===== src/rtl/vfa_pkg.sv =====
// Shared types for the video container frame assembler.
package vfa_pkg;
    // Frame sequencing states.
    typedef enum logic [2:0] {
        ST_IDLE = 3'd0,
        ST_SOF  = 3'd1,
        ST_HDR  = 3'd2,
        ST_ANC  = 3'd3,
        ST_PAY  = 3'd4,
        ST_EOF  = 3'd5
    } vfa_state_t;
endpackage


===== src/rtl/vfa_cfg_latch.sv =====
// Captures the three frame lengths when an image opens.
// Assumes load is a single-cycle strobe from the sequencer.
module vfa_cfg_latch #(
    parameter int CNT_W = 12
) (
    input  logic             clk,
    input  logic             rst_n,
    input  logic             load,
    input  logic [CNT_W-1:0] hdr_in,
    input  logic [CNT_W-1:0] anc_in,
    input  logic [CNT_W-1:0] pix_in,
    output logic [CNT_W-1:0] hdr_q,
    output logic [CNT_W-1:0] anc_q,
    output logic [CNT_W-1:0] pix_q
);
    // Hold the lengths for the whole image; update only on load.
    always_ff @(posedge clk) begin
        if (!rst_n) begin
            hdr_q <= '0;
            anc_q <= '0;
            pix_q <= '0;
        end else if (load) begin
            hdr_q <= hdr_in;
            anc_q <= anc_in;
            pix_q <= pix_in;
        end
    end
endmodule


===== src/rtl/vfa_word_ctr.sv =====
// Word index within the current section, with an end-of-section flag.
// Assumes limit is non-zero whenever inc or clr is used.
module vfa_word_ctr #(
    parameter int CNT_W = 12
) (
    input  logic             clk,
    input  logic             rst_n,
    input  logic             clr,
    input  logic             inc,
    input  logic [CNT_W-1:0] limit,
    output logic [CNT_W-1:0] idx,
    output logic             at_end
);
    localparam int EXT_W = CNT_W + 1;

    logic [EXT_W-1:0] idx_plus;

    // Compare the next index against the section length.
    always_comb begin
        idx_plus = {1'b0, idx} + EXT_W'(1);
        at_end   = (idx_plus == {1'b0, limit});
    end

    // Advance on an accepted word; return to zero at the section end.
    always_ff @(posedge clk) begin
        if (!rst_n)   idx <= '0;
        else if (clr) idx <= '0;
        else if (inc) idx <= idx + CNT_W'(1);
    end
endmodule


===== src/rtl/vfa_fsm.sv =====
// Frame sequencer: reacts to sync events, walks header, ancillary and
// pixel sections, drives start/end delimiter requests and the sticky
// overrun flag. Assumes vsync/hsync are single-cycle pulses.
module vfa_fsm
    import vfa_pkg::*;
#(
    parameter int CNT_W = 12
) (
    input  logic             clk,
    input  logic             rst_n,
    input  logic             vsync,
    input  logic             hsync,
    input  logic             out_ready,
    input  logic             eof_ack,
    input  logic [CNT_W-1:0] hdr_n,
    input  logic [CNT_W-1:0] anc_n,
    input  logic [CNT_W-1:0] pix_n,
    input  logic             at_end,
    output vfa_state_t       state,
    output logic [CNT_W-1:0] sec_len,
    output logic             ctr_inc,
    output logic             ctr_clr,
    output logic             load_cfg,
    output logic             first_q,
    output logic             overrun,
    output logic             out_valid,
    output logic             out_last,
    output logic             sof_strobe,
    output logic             eof_req
);
    vfa_state_t state_nx;
    logic       active_q;
    logic       hs;
    logic       take_v;
    logic       take_h;
    logic       hdr_zero;
    logic       anc_zero;
    logic       pix_zero;

    // Decode section flags and handshake.
    always_comb begin
        hdr_zero   = (hdr_n == '0);
        anc_zero   = (anc_n == '0);
        pix_zero   = (pix_n == '0);
        out_valid  = (state == ST_HDR) || (state == ST_ANC) || (state == ST_PAY);
        hs         = out_valid && out_ready;
        ctr_inc    = hs && !at_end;
        ctr_clr    = hs && at_end;
        take_v     = (state == ST_IDLE) && vsync;
        take_h     = (state == ST_IDLE) && !vsync && hsync && active_q;
        load_cfg   = take_v;
        sof_strobe = (state == ST_SOF);
        eof_req    = (state == ST_EOF);
        out_last   = out_valid && at_end &&
                     ((state != ST_HDR) || anc_zero);
    end

    // Pick the length of the section being sent.
    always_comb begin
        unique case (state)
            ST_HDR:  sec_len = hdr_n;
            ST_ANC:  sec_len = anc_n;
            default: sec_len = pix_n;
        endcase
    end

    // Next-state selection.
    always_comb begin
        state_nx = state;
        unique case (state)
            ST_IDLE: if (take_v || take_h) state_nx = ST_SOF;
            ST_SOF: begin
                if (first_q) begin
                    if (!hdr_zero)      state_nx = ST_HDR;
                    else if (!anc_zero) state_nx = ST_ANC;
                    else                state_nx = ST_EOF;
                end else begin
                    state_nx = pix_zero ? ST_EOF : ST_PAY;
                end
            end
            ST_HDR:  if (ctr_clr) state_nx = anc_zero ? ST_EOF : ST_ANC;
            ST_ANC:  if (ctr_clr) state_nx = ST_EOF;
            ST_PAY:  if (ctr_clr) state_nx = ST_EOF;
            ST_EOF:  if (eof_ack) state_nx = ST_IDLE;
            default: state_nx = ST_IDLE;
        endcase
    end

    // State register.
    always_ff @(posedge clk) begin
        if (!rst_n) state <= ST_IDLE;
        else        state <= state_nx;
    end

    // Track whether an image is open and whether this frame is its first.
    always_ff @(posedge clk) begin
        if (!rst_n) begin
            active_q <= 1'b0;
            first_q  <= 1'b0;
        end else if (take_v) begin
            active_q <= 1'b1;
            first_q  <= 1'b1;
        end else if (take_h) begin
            first_q  <= 1'b0;
        end
    end

    // Sticky flag for sync events that land inside a frame.
    always_ff @(posedge clk) begin
        if (!rst_n) overrun <= 1'b0;
        else if ((state != ST_IDLE) && (vsync || hsync)) overrun <= 1'b1;
    end

    AST_SOF_SINGLE: assert property (@(posedge clk) disable iff (!rst_n)
        sof_strobe |=> !sof_strobe);
    AST_EOF_HOLD: assert property (@(posedge clk) disable iff (!rst_n)
        (eof_req && !eof_ack) |=> eof_req);
    AST_EOF_RELEASE: assert property (@(posedge clk) disable iff (!rst_n)
        (eof_req && eof_ack) |=> !out_valid && !sof_strobe && !eof_req);
    AST_OVR_STICKY: assert property (@(posedge clk) disable iff (!rst_n)
        overrun |=> overrun);
    AST_LAST_IN_FRAME: assert property (@(posedge clk) disable iff (!rst_n)
        out_last |-> out_valid);
    AST_LAST_TO_EOF: assert property (@(posedge clk) disable iff (!rst_n)
        (out_last && out_ready) |=> eof_req);
endmodule


===== src/rtl/vid_frame_asm.sv =====
// Video container frame assembler top: ties the sequencer, the length
// latch and the word counter together and selects the output word.
// Assumes register and line-buffer reads return data in the same cycle.
module vid_frame_asm
    import vfa_pkg::*;
#(
    parameter int DATA_W = 32,
    parameter int CNT_W  = 12
) (
    input  logic              clk,
    input  logic              rst_n,
    input  logic              vsync,
    input  logic              hsync,
    input  logic [CNT_W-1:0]  cfg_hdr_words,
    input  logic [CNT_W-1:0]  cfg_anc_words,
    input  logic [CNT_W-1:0]  cfg_line_words,
    output logic              reg_sel,
    output logic [CNT_W-1:0]  reg_idx,
    input  logic [DATA_W-1:0] reg_data,
    output logic [CNT_W-1:0]  pix_addr,
    input  logic [DATA_W-1:0] pix_data,
    output logic              out_valid,
    input  logic              out_ready,
    output logic [DATA_W-1:0] out_data,
    output logic              out_last,
    output logic              sof_strobe,
    output logic              sof_init,
    output logic              eof_req,
    input  logic              eof_ack,
    output logic              overrun
);
    vfa_state_t       st;
    logic [CNT_W-1:0] hdr_q, anc_q, pix_q;
    logic [CNT_W-1:0] sec_len;
    logic [CNT_W-1:0] idx;
    logic             at_end, ctr_inc, ctr_clr, load_cfg, first_q;

    vfa_cfg_latch #(.CNT_W(CNT_W)) u_cfg (
        .clk(clk), .rst_n(rst_n), .load(load_cfg),
        .hdr_in(cfg_hdr_words), .anc_in(cfg_anc_words), .pix_in(cfg_line_words),
        .hdr_q(hdr_q), .anc_q(anc_q), .pix_q(pix_q)
    );

    vfa_word_ctr #(.CNT_W(CNT_W)) u_ctr (
        .clk(clk), .rst_n(rst_n), .clr(ctr_clr), .inc(ctr_inc),
        .limit(sec_len), .idx(idx), .at_end(at_end)
    );

    vfa_fsm #(.CNT_W(CNT_W)) u_fsm (
        .clk(clk), .rst_n(rst_n), .vsync(vsync), .hsync(hsync),
        .out_ready(out_ready), .eof_ack(eof_ack),
        .hdr_n(hdr_q), .anc_n(anc_q), .pix_n(pix_q), .at_end(at_end),
        .state(st), .sec_len(sec_len), .ctr_inc(ctr_inc), .ctr_clr(ctr_clr),
        .load_cfg(load_cfg), .first_q(first_q), .overrun(overrun),
        .out_valid(out_valid), .out_last(out_last),
        .sof_strobe(sof_strobe), .eof_req(eof_req)
    );

    // Route the word index to both read ports and select the output word.
    always_comb begin
        reg_sel  = (st == ST_ANC);
        reg_idx  = idx;
        pix_addr = idx;
        sof_init = first_q;
        out_data = (st == ST_PAY) ? pix_data : reg_data;
    end

    AST_CFG_HOLD: assert property (@(posedge clk) disable iff (!rst_n)
        (st != ST_IDLE) |=> $stable(hdr_q) && $stable(anc_q) && $stable(pix_q));
    AST_STALL_HOLD: assert property (@(posedge clk) disable iff (!rst_n)
        (out_valid && !out_ready) |=> out_valid && $stable(reg_idx)
            && $stable(reg_sel) && $stable(pix_addr));
    AST_NO_PIX_FIRST: assert property (@(posedge clk) disable iff (!rst_n)
        (out_valid && first_q) |-> (st != ST_PAY));
endmodule


===== config.mk =====
export PLATFORM = sky130hd
export DESIGN_NAME = vid_frame_asm
export DESIGN_NICKNAME = d
export VERILOG_FILES = /design/src/rtl/vfa_pkg.sv /design/src/rtl/vfa_cfg_latch.sv /design/src/rtl/vfa_word_ctr.sv /design/src/rtl/vfa_fsm.sv /design/src/rtl/vid_frame_asm.sv
export SDC_FILE = /design/constraint.sdc
export NUM_CORES = 1
export LEC_CHECK = 0
export CAP_MARGIN = 20
export CORE_MARGIN = 1.5
export CORE_UTILIZATION = 37
export DETAILED_ROUTE_END_ITERATION = 10
export PLACE_DENSITY = 0.78
export SKIP_LAST_GASP = 1
export SLEW_MARGIN = 10
export SYNTH_ARGS = -nofsm -noshare
export SYNTH_HDL_FRONTEND = slang
export SYNTH_SLANG_ARGS = --single-unit

===== constraint.sdc =====
create_clock -name clk -period 3 [get_ports clk]
set_input_delay 0.9 -clock clk [delete_from_list [all_inputs] [get_ports clk]]
set_output_delay 0.9 -clock clk [all_outputs]
set_load 0.005 [all_outputs]

# ---- After elaboration in Yosys (flattened, before gate mapping)
# Cells that the tools add are included.
dict set report totals {
  regBits 54
  in_bits 106
  out_inout_bits 63
  word_cells 61
}
dict set report op_classes {
  addsub 2
  eq_ne 11
  n_mux 13
  n_bitwise 1
  n_reduce_logical 26
}
# cell count
set op_table {}
lappend op_table {{$logic_not 12->1} 3}
lappend op_table {{$mux 32} 1}
lappend op_table {{$pmux 12 s2} 1}
lappend op_table {{$mux 3} 7}
lappend op_table {{$pmux 3 s5} 1}
lappend op_table {{$add 12x1->13 const B} 1}
lappend op_table {{$eq 13x12->1} 1}
lappend op_table {{$add 12x1->12 const B} 1}
lappend op_table {{$logic_and 1x1->1} 10}
lappend op_table {{$eq 3x2->1 const B} 2}
lappend op_table {{$eq 3x3->1 const B} 2}
lappend op_table {{$logic_or 1x1->1} 5}
lappend op_table {{$ne 2x1->1 const B} 2}
lappend op_table {{$ne 2x2->1 const B} 2}
lappend op_table {{$reduce_and 4->1} 1}
lappend op_table {{$reduce_or 2->1} 2}
lappend op_table {{$eq 3x1->1 const B} 1}
lappend op_table {{$logic_not 3->1} 1}
lappend op_table {{$mux 1} 3}
lappend op_table {{$ne 3x2->1 const B} 1}
lappend op_table {{$reduce_bool 3->1} 1}
lappend op_table {{$logic_not 1->1} 2}
lappend op_table {{$reduce_bool 2->1} 1}
lappend op_table {{$not 1->1} 1}

# ---- Depth between registers and ports, before layout
# Gate-level depths: netlist (run 1).
dict set report logic_depth {
  word_depth 7
  ltp_mapped 12
  mapped_depth_nobuf 9
}

# ---- By module
# From an unflattened synthesis (run 1), not the netlist that was laid out.
dict set report hier_totals {
  cells_unflattened 377
  hier_area_um2 3498.4
}
# mod instances cells_each area_each_um2 seq_area_each_um2
set modules_own_cells {}
lappend modules_own_cells {vfa_cfg_latch 1 115 1388.8 720.7}
lappend modules_own_cells {vfa_word_ctr 1 104 843.3 240.2}
lappend modules_own_cells {vfa_fsm 1 108 755.7 120.1}
lappend modules_own_cells {vid_frame_asm 1 50 510.5 0.0}

# ---- Worst setup path before layout (run 1)
# Ideal clock, no wire load.
dict set report synth_timing {
  path_kind {register -> register}
  from {register u_ctr.idx[0]}
  to {register u_ctr.idx[10]}
  setup_ns 0.117
  arrival_ns 2.743
  required_time_ns 2.883
  path_slack_ns 0.139
  path_stages_with_launch 11
  path_buffers 1
  synth_period_minus_slack_ns 2.861
  cell_sequence {dfxtp_1 ha_1 nand3_1 xor2_1 xor2_1 or4_1 or4b_1 nor3_2 buf_4 o21ai_1 a32o_1}
}
dict set report synth_between {
  elab_chain_cells 4
  word_cells_on_any_way 7
  cone_classes {add/sub: 2; eq/ne: 1; reduce/logical: 4}
}
# element line_no
set synth_rtl {}
lappend synth_rtl {{from (decl)} vfa_word_ctr.sv:11} ;# output logic [CNT_W-1:0] idx,
lappend synth_rtl {{from (signal assigned)} vfa_word_ctr.sv:28} ;# else if (inc) idx <= idx + CNT_W'(1);
lappend synth_rtl {{$add 12x1->13} vfa_word_ctr.sv:20} ;# idx_plus = {1'b0, idx} + EXT_W'(1);
lappend synth_rtl {{$eq 13x12->1} vfa_word_ctr.sv:21} ;# at_end = (idx_plus == {1'b0, limit});
lappend synth_rtl {{$logic_and 1x1->1 or $logic_not 1->1 (tied branches)} {vfa_fsm.sv:48, vfa_fsm.sv:47}}
lappend synth_rtl {{$reduce_or 2->1 (no source line) or $logic_and 1x1->1 (tied branches)} --}
# Several ways; a longest one is shown, not always the timed one.
# A chain may end at the register's enable or synchronous reset.

# ---- Final worst setup path (run 1)
dict set report layout_timing {
  from {register u_fsm.state[0]}
  to {output out_last}
}
dict set report layout_between {
  elab_chain_cells 5
  word_cells_on_any_way 11
  cone_classes {eq/ne: 5; mux: 1; reduce/logical: 5}
}
# element line_no
set layout_rtl {}
lappend layout_rtl {{from (decl)} vfa_fsm.sv:19} ;# output vfa_state_t state,
lappend layout_rtl {{from (signal assigned)} vfa_fsm.sv:92} ;# else state <= state_nx;
lappend layout_rtl {{$eq 3x2->1} {vfa_fsm.sv:45, vfa_fsm.sv:60}}
lappend layout_rtl {{$pmux 12 s2 or $logic_or 1x1->1 (tied branches)} {vfa_fsm.sv:60, vfa_fsm.sv:45}}
lappend layout_rtl {{$eq 13x12->1 or $logic_or 1x1->1 (tied branches)} {vfa_word_ctr.sv:21, vfa_fsm.sv:45}}
lappend layout_rtl {{$logic_and 1x1->1} vfa_fsm.sv:54} ;# out_last = out_valid && at_end &&
lappend layout_rtl {{$logic_and 1x1->1 *} vfa_fsm.sv:54}
lappend layout_rtl {{to (decl)} vid_frame_asm.sv:25} ;# output logic out_last,
# Mark *: on every way between the ends. The rest lies on a longest branch, timed or not.

==> summary.txt, run 1 <==
Power
  • Worst VDD drop: 0.490 mV
  • LEAKAGE: 0.00242 µW
  • PD cells: 597 nW/µm²

Final layout
  • Multi-input logic area: 2270 µm²
  • Fraction of layout instances using a drive strength above 1: 0.292
  • # diodes: 0
  • Syn-to-layout area delta: 75.6%
  • Fill cells: 653
  • Fin util: 0.680
  • Storage cell area: 1080 µm²
  • Nets: 753

Timing
  • Final Skew: 0.00788 ns
  • Fmax: 0.314 GHz
  • Worst slew pin tran: 0.568 ns
  • Fin crit share: 1.06
  • Worst Slack Setup Final: -0.188 ns
  • Rel. slew slack: 0.618
  • Final Hold Vio Count: 0
  • Max Slew Vio Count: 0
  • Final Setup Violations: 6
  • Fin crit period: 3.19 ns
  • RSZ-0062 raised after global routing: yes
  • Worst hold slack: 0.498 ns

Synthesis
  • Synth warn: 0
  • Count leader, synth: nand2_1
  • Syn Std Cell Area: 3410 µm²
  • Async SR Flop Fraction: 0
  • Ys flop type: dfxtp_1
  • Synth unique cells: 52
  • Post-synth top area cell: dfxtp_1
  • Synth top cells by count: nand2_1, dfxtp_1, a21oi_1
  • Syn Nets: 531
  • Number of synthesized flops with an enable pin: 0
  • Share of Yosys cell area claimed by the top area cell type: 0.317
  • Ranking of synthesized cells by area: dfxtp_1, mux2_2, nand2_1
  • Post-synthesis sequential area ratio: 0.317
  • Synth Area per Inst: 8.04 µm²
  • Mapped Cells: 424
  • Yosys reg bits: 54

Drt
  • Post-route ant nets: 0
  • Detailed router's first-iteration violation count: 184
  • WL per Instance: 17.2 µm
  • Vias: 4040
  • Drt first pass iters: 8
  • Routed Wire Length: 13.0 mm
  • Vias per cell: 5.35
  • Post-route DRC violation count: 5

Die
  • IO Count: 169
  • Die area: 9800 µm²
  • Core Region: 8810 µm²
  • # rows: 34
  • Initial Utilization: 0.387
  • Die Y-Extent: 99.0 µm
  • Die X: 99.0 µm

Outcome
  • Outcome: complete, but fails checks
  • Failing checks: DRC, setup timing

Setup path
  • Critical Path End Type: output pin
  • Maximum net fanout on the critical path: 7
  • CP Class: flip-flop to output pin
  • Critical path data arrival time: 2.29 ns
  • Startpoint types: flip-flop
  • R2R depth: 12
  • CP required: 2.10 ns

Clocking
  • Clock Path Buffers: 2
  • CTS tree: done
  • Worst-path clk slew: 0.10 ns
  • Total CTS buffers: 5
  • CTS root buf: clkbuf_8
  • Sink Count: 54
  • H-Tree Depth: 2
  • Worst skew pair latency: 0.32 ns
  • CTS hold repair buffers: 0

Global routing
  • Global-route wire length before repair: 19.5 mm
  • Vias in the first global route: 4016
  • GRT Total Usage: 0.247
  • Remaining Overflow, GRT: 0
  • Initial antenna violation count: 0
  • Largest net degree at the start of global routing: 37

Placed design
  • Post-DP HPWL: 9.39 mm
  • Port buffer count: 168
  • Placer Congestion: 0.870

Min path
  • Hold Path Class: flip-flop to flip-flop
  • Hold Crit Depth: 2

Flow run
  • Max-capacitance violation count: 0
-- report_power, final --
| part | total [µW] | internal, µW | switching [µW] | leakage, µW |
|---|---|---|---|---|
| registers | 962 | 845 | 117 | 0.000442 |
| clock network | 527 | 275 | 252 | 0.0000618 |
| logic | 2080 | 1170 | 912 | 0.00192 |
-- final cells by class --
cell class | count | area share
flip-flops and latches | 54 | 0.181
repair buffers | 254 | 0.395
multi-input cells | 328 | 0.379
well taps | 108 | 0.0226
clock buffers | 6 | 0.0138
clock inverters | 2 | 0.00648
inverters | 3 | 0.00188
-- cells in the final DEF (no fill, tap or decap), types with 10 or more instances in the layout --
master / count
mux2_2: 23
nor2_1: 15
xnor2_1: 10
nand2_1: 94
dfxtp_1: 53
buf_6: 24
a21oi_1: 47
buf_4: 67
buf_2: 17
clkdlybuf4s50_1: 134
mux2_4: 19
-- final timing paths --
kind,from,endpoint,slack (ns)
max,u_fsm.state[0],out_last,-0.19
min,u_fsm.overrun,u_fsm.overrun,0.50
max reg2reg,u_fsm.state[0],u_ctr.idx[2],-0.06
min reg2reg,u_fsm.overrun,u_fsm.overrun,0.50
-- critical path, cell delays in order, from the launching register on --
cell	delay, ns
dfxtp_2	0.37
buf_6	0.14
mux2_1	0.35
mux2i_2	0.22
xor2_1	0.12
nor4_2	0.26
nand2_1	0.13
nor4_2	0.20
buf_2	0.17
-- per-stage QoR --
| step | cell area [µm²] | cells | setup TNS (ns) | total power, µW | setup slack, ns |
|---|---|---|---|---|---|
| floorplan | 3410 | 424 | 0 | 1880 | 0.139 |
| global placement | 5520 | 723 | -0.475 | 2640 | -0.276 |
| detailed placement | 5520 | 723 | -0.778 | 2690 | -0.387 |
| CTS | 5790 | 749 | -0.147 | 3390 | -0.147 |
| global route | 5980 | 755 | -1.23 | 3750 | -0.297 |
| finish | 5980 | 755 | -0.299 | 3570 | -0.188 |
-- metal layers --
metal  up-vias  wire [µm]  GRT usage
met2       194       6730      0.459
met3        30        928     0.0468
li1       1920          -          -
met5         -          0          0
met4         0        319     0.0736
met1      1896       4990      0.287
-- cells by family (layout without fill, tap and decap cells) --
family          count (synthesis)  count (layout)  share of synthesized area
fa+ha+maj                       1               1                    0.00367
compound gates                 76              76                      0.131
buf+inv                        42             265                     0.0664
flops                          54              54                      0.317
mux                            60              60                      0.192
simple gates                  173             173                      0.239
xor+xnor                       18              18                     0.0503
-- sequential cells by signal (all words and copies together), names as in the netlist --
name and flops:
u_cfg.anc_q 12, u_cfg.hdr_q 12, u_cfg.pix_q 12, u_ctr.idx 12
u_fsm.state 3, u_fsm.active_q 1, u_fsm.first_q 1, u_fsm.overrun 1
-- timing repair --
item	CTS	global route
cloned	3	0
setup buffers	15	9
resized for setup	144	54
setup endpoints to repair	34	42
pin swaps	4	11
Power figures use the tool's default switching activity.
==> run 2, diff against run 1 <==
--- a/config.mk
+++ b/config.mk
@@ -6,10 +6,11 @@
 export NUM_CORES = 1
 export LEC_CHECK = 0
 export CAP_MARGIN = 20
+export CORE_ASPECT_RATIO = 1.2
 export CORE_MARGIN = 1.5
-export CORE_UTILIZATION = 37
+export CORE_UTILIZATION = 35
 export DETAILED_ROUTE_END_ITERATION = 10
-export PLACE_DENSITY = 0.78
+export PLACE_DENSITY = 0.74
 export SKIP_LAST_GASP = 1
 export SLEW_MARGIN = 10
 export SYNTH_ARGS = -nofsm -noshare
==> run 2 against run 1 <==
Compared with the run above:
- the flow finishes with violations (setup timing)
- via count fell by 1.9%
- largest cell class unchanged
- final cell count rose by 4.0%
- flip-flop and latch count did not move
- global-route usage fell by 1.8 points
- clock power rose by 15%
- critical endpoint unchanged
==> summary.txt, run 2 (synthesis gave the netlist of run 1 again) <==
Outcome
  • Outcome: complete, but fails checks
  • Failing checks: setup timing

Clocking
  • CTS root buf: clkbuf_16
  • CTS tree: done
  • Worst-path clk slew: 0.07 ns
  • Clock Path Buffers: 2
  • Sink Count: 54
  • Total CTS buffers: 5
  • CTS hold repair buffers: 0
  • H-Tree Depth: 2
  • Worst skew pair latency: 0.30 ns

Min path
  • Hold Startpoint: u_fsm.overrun
  • Hold Path Class: flip-flop to flip-flop

Setup path
  • Maximum net fanout on the critical path: 8
  • CP required: 2.10 ns
  • Cells along the critical path: nor2b_4 > buf_4 > mux2i_1 > xnor2_1 > and3_1 > o211ai_1 > nor4_2 > buf_2
  • CP max stage delay: 0.39 ns
  • RR Startpoint: u_fsm.state[0]
  • Worst Setup SP: u_fsm.state[1]
  • CP top delay family: simple AND/OR/NAND/NOR gates
  • Critical path data arrival time: 2.44 ns
  • CP Class: flip-flop to output pin
  • Crit path buffers/inverters: 2
  • Critical Path End Type: output pin
  • Critical-path top delay cell: dfxtp_1
  • Worst R2R Setup Slack: -0.15 ns
  • Startpoint types: flip-flop

Global routing
  • Largest net degree at the start of global routing: 39
  • Remaining Overflow, GRT: 0
  • Vias in the first global route: 3795
  • GRT Total Usage: 0.229
  • Initial antenna violation count: 0
  • Global-route wire length before repair: 19.0 mm

Power
  • Clk network pwr share: 0.161
  • Gate power share: 0.587
  • Total Power: 3780 µW
  • P_int: 2440 µW
  • PD cells: 594 nW/µm²
  • Switching power: 1340 µW
  • Sw Ratio: 0.355
  • Worst VDD drop: 0.322 mV
  • Share of power burned in registers: 0.253
  • LEAKAGE: 0.00269 µW

Drt
  • Met2 WL: 6.51 mm
  • Drt first pass iters: 5
  • Detailed router's first-iteration violation count: 181
  • WL per Instance: 16.1 µm
  • DR WL met3: 486 µm
  • Top Layer Used: met4
  • Post-route ant nets: 0
  • Vias: 3965
  • Routed Wire Length: 12.6 mm
  • Post-route DRC violation count: 0
  • Vias per cell: 5.05
  • WL met1: 5.35 mm

Timing
  • Fin crit period: 3.34 ns
  • Worst hold slack: 0.483 ns
  • Fin crit share: 1.11
  • Fmax: 0.299 GHz
  • Max Slew Vio Count: 0
  • Final Hold Vio Count: 0
  • Setup TNS: -2.02 ns
  • Rel. slew slack: 0.674
  • Final Skew: 0.00536 ns
  • Worst slew pin tran: 0.488 ns
  • Worst Slack Setup Final: -0.343 ns
  • RSZ-0062 raised after global routing: yes
  • Final Setup Violations: 21

Final layout
  • Fraction of layout instances using a drive strength above 1: 0.282
  • Fin util: 0.668
  • Fill cells: 772
  • Commonest cells after routing, fill and taps aside: clkdlybuf4s50_1, nand2_1, buf_4
  • Storage cell area: 1090 µm²
  • Nets: 768
  • Multi-input logic area: 2300 µm²
  • Final non-filler cell total: 785
  • # diodes: 0
  • Syn-to-layout area delta: 86.4%
  • Most common cell after layout, fill and taps aside: clkdlybuf4s50_1

Die
  • Core Region: 9520 µm²
  • Die area: 10300 µm²
  • Die X: 93.1 µm
  • # rows: 39
  • Die Y-Extent: 111 µm
  • Initial Utilization: 0.358
  • IO Count: 169

Placed design
  • Port buffer count: 168
  • Placer Congestion: 0.930
  • Post-DP HPWL: 9.13 mm
  • Placed cell count: 750

Flow run
  • Max-capacitance violation count: 0
-- run 2: cell count changes in the layout (fill, tap and decap cells not counted), moves of 5 or more --
cell            previous run  this run
clkbuf_16                  0         5
mux2_4                    19         8
clkbuf_2                   5         0
mux2_2                    23        36
dlygate4sd2_1              0         9
dlymetal6s2s_1             1        23
clkbuf_8                   6         0
buf_2                     17         1
buf_4                     67        82
buf_6                     24        11
-- run 2: worst paths after layout --
kind,end,cells after the start
setup / recovery,out_last,8
hold / removal,u_fsm.overrun,2
setup reg to reg,u_ctr.idx[10],13
hold reg to reg,u_fsm.overrun,2
-- run 2: timing repair --
action                                  in CTS  in global routing
gates resized for setup                     29                 69
hold endpoints to repair                     0                  0
gates cloned                                 2                  0
setup buffers                               18                 18
pin swaps                                   15                 34
endpoints found under the setup margin      33                 40
-- run 2: routing by layer --
| metal | global-route usage | up-vias |
|---|---|---|
| li1 | - | 1950 |
| met1 | 0.299 | 1862 |
| met2 | 0.393 | 126 |
| met3 | 0.0302 | 27 |
| met4 | 0.0586 | 0 |
| met5 | 0 | - |
-- run 2: power groups by stage --
| stage | clock network [µW] | registers [µW] | logic (µW) |
|---|---|---|---|
| after detailed placement | 0 | 951 | 1770 |
| after global routing | 638 | 966 | 2380 |
| after global placement | 0 | 951 | 1730 |
| final | 607 | 954 | 2210 |
| after CTS | 609 | 941 | 2030 |
| after floorplan | 0 | 943 | 933 |
-- run 2: area by class of cell --
type | count | area share
sequential | 54 | 0.171
multi-input combinational | 328 | 0.363
tap | 123 | 0.0242
timing repair buffer | 269 | 0.416
clock buffer | 5 | 0.0197
inverter | 3 | 0.00177
clock inverter | 3 | 0.00453
-- run 2: worst min-delay path: cells and delay by family (launching register included) --
kind          cells  cell delay (ns)
flops             1             0.33
simple gates      2             0.12
-- run 2: metrics by stage --
step / instance area [µm²] / setup slack (ns)
2_1_floorplan: 3410 / 0.139
3_3_place_gp: 5610 / -0.422
3_5_place_dp: 5610 / -0.541
4_1_cts: 6020 / -0.273
5_1_grt: 6350 / -0.491
6_report: 6350 / -0.343
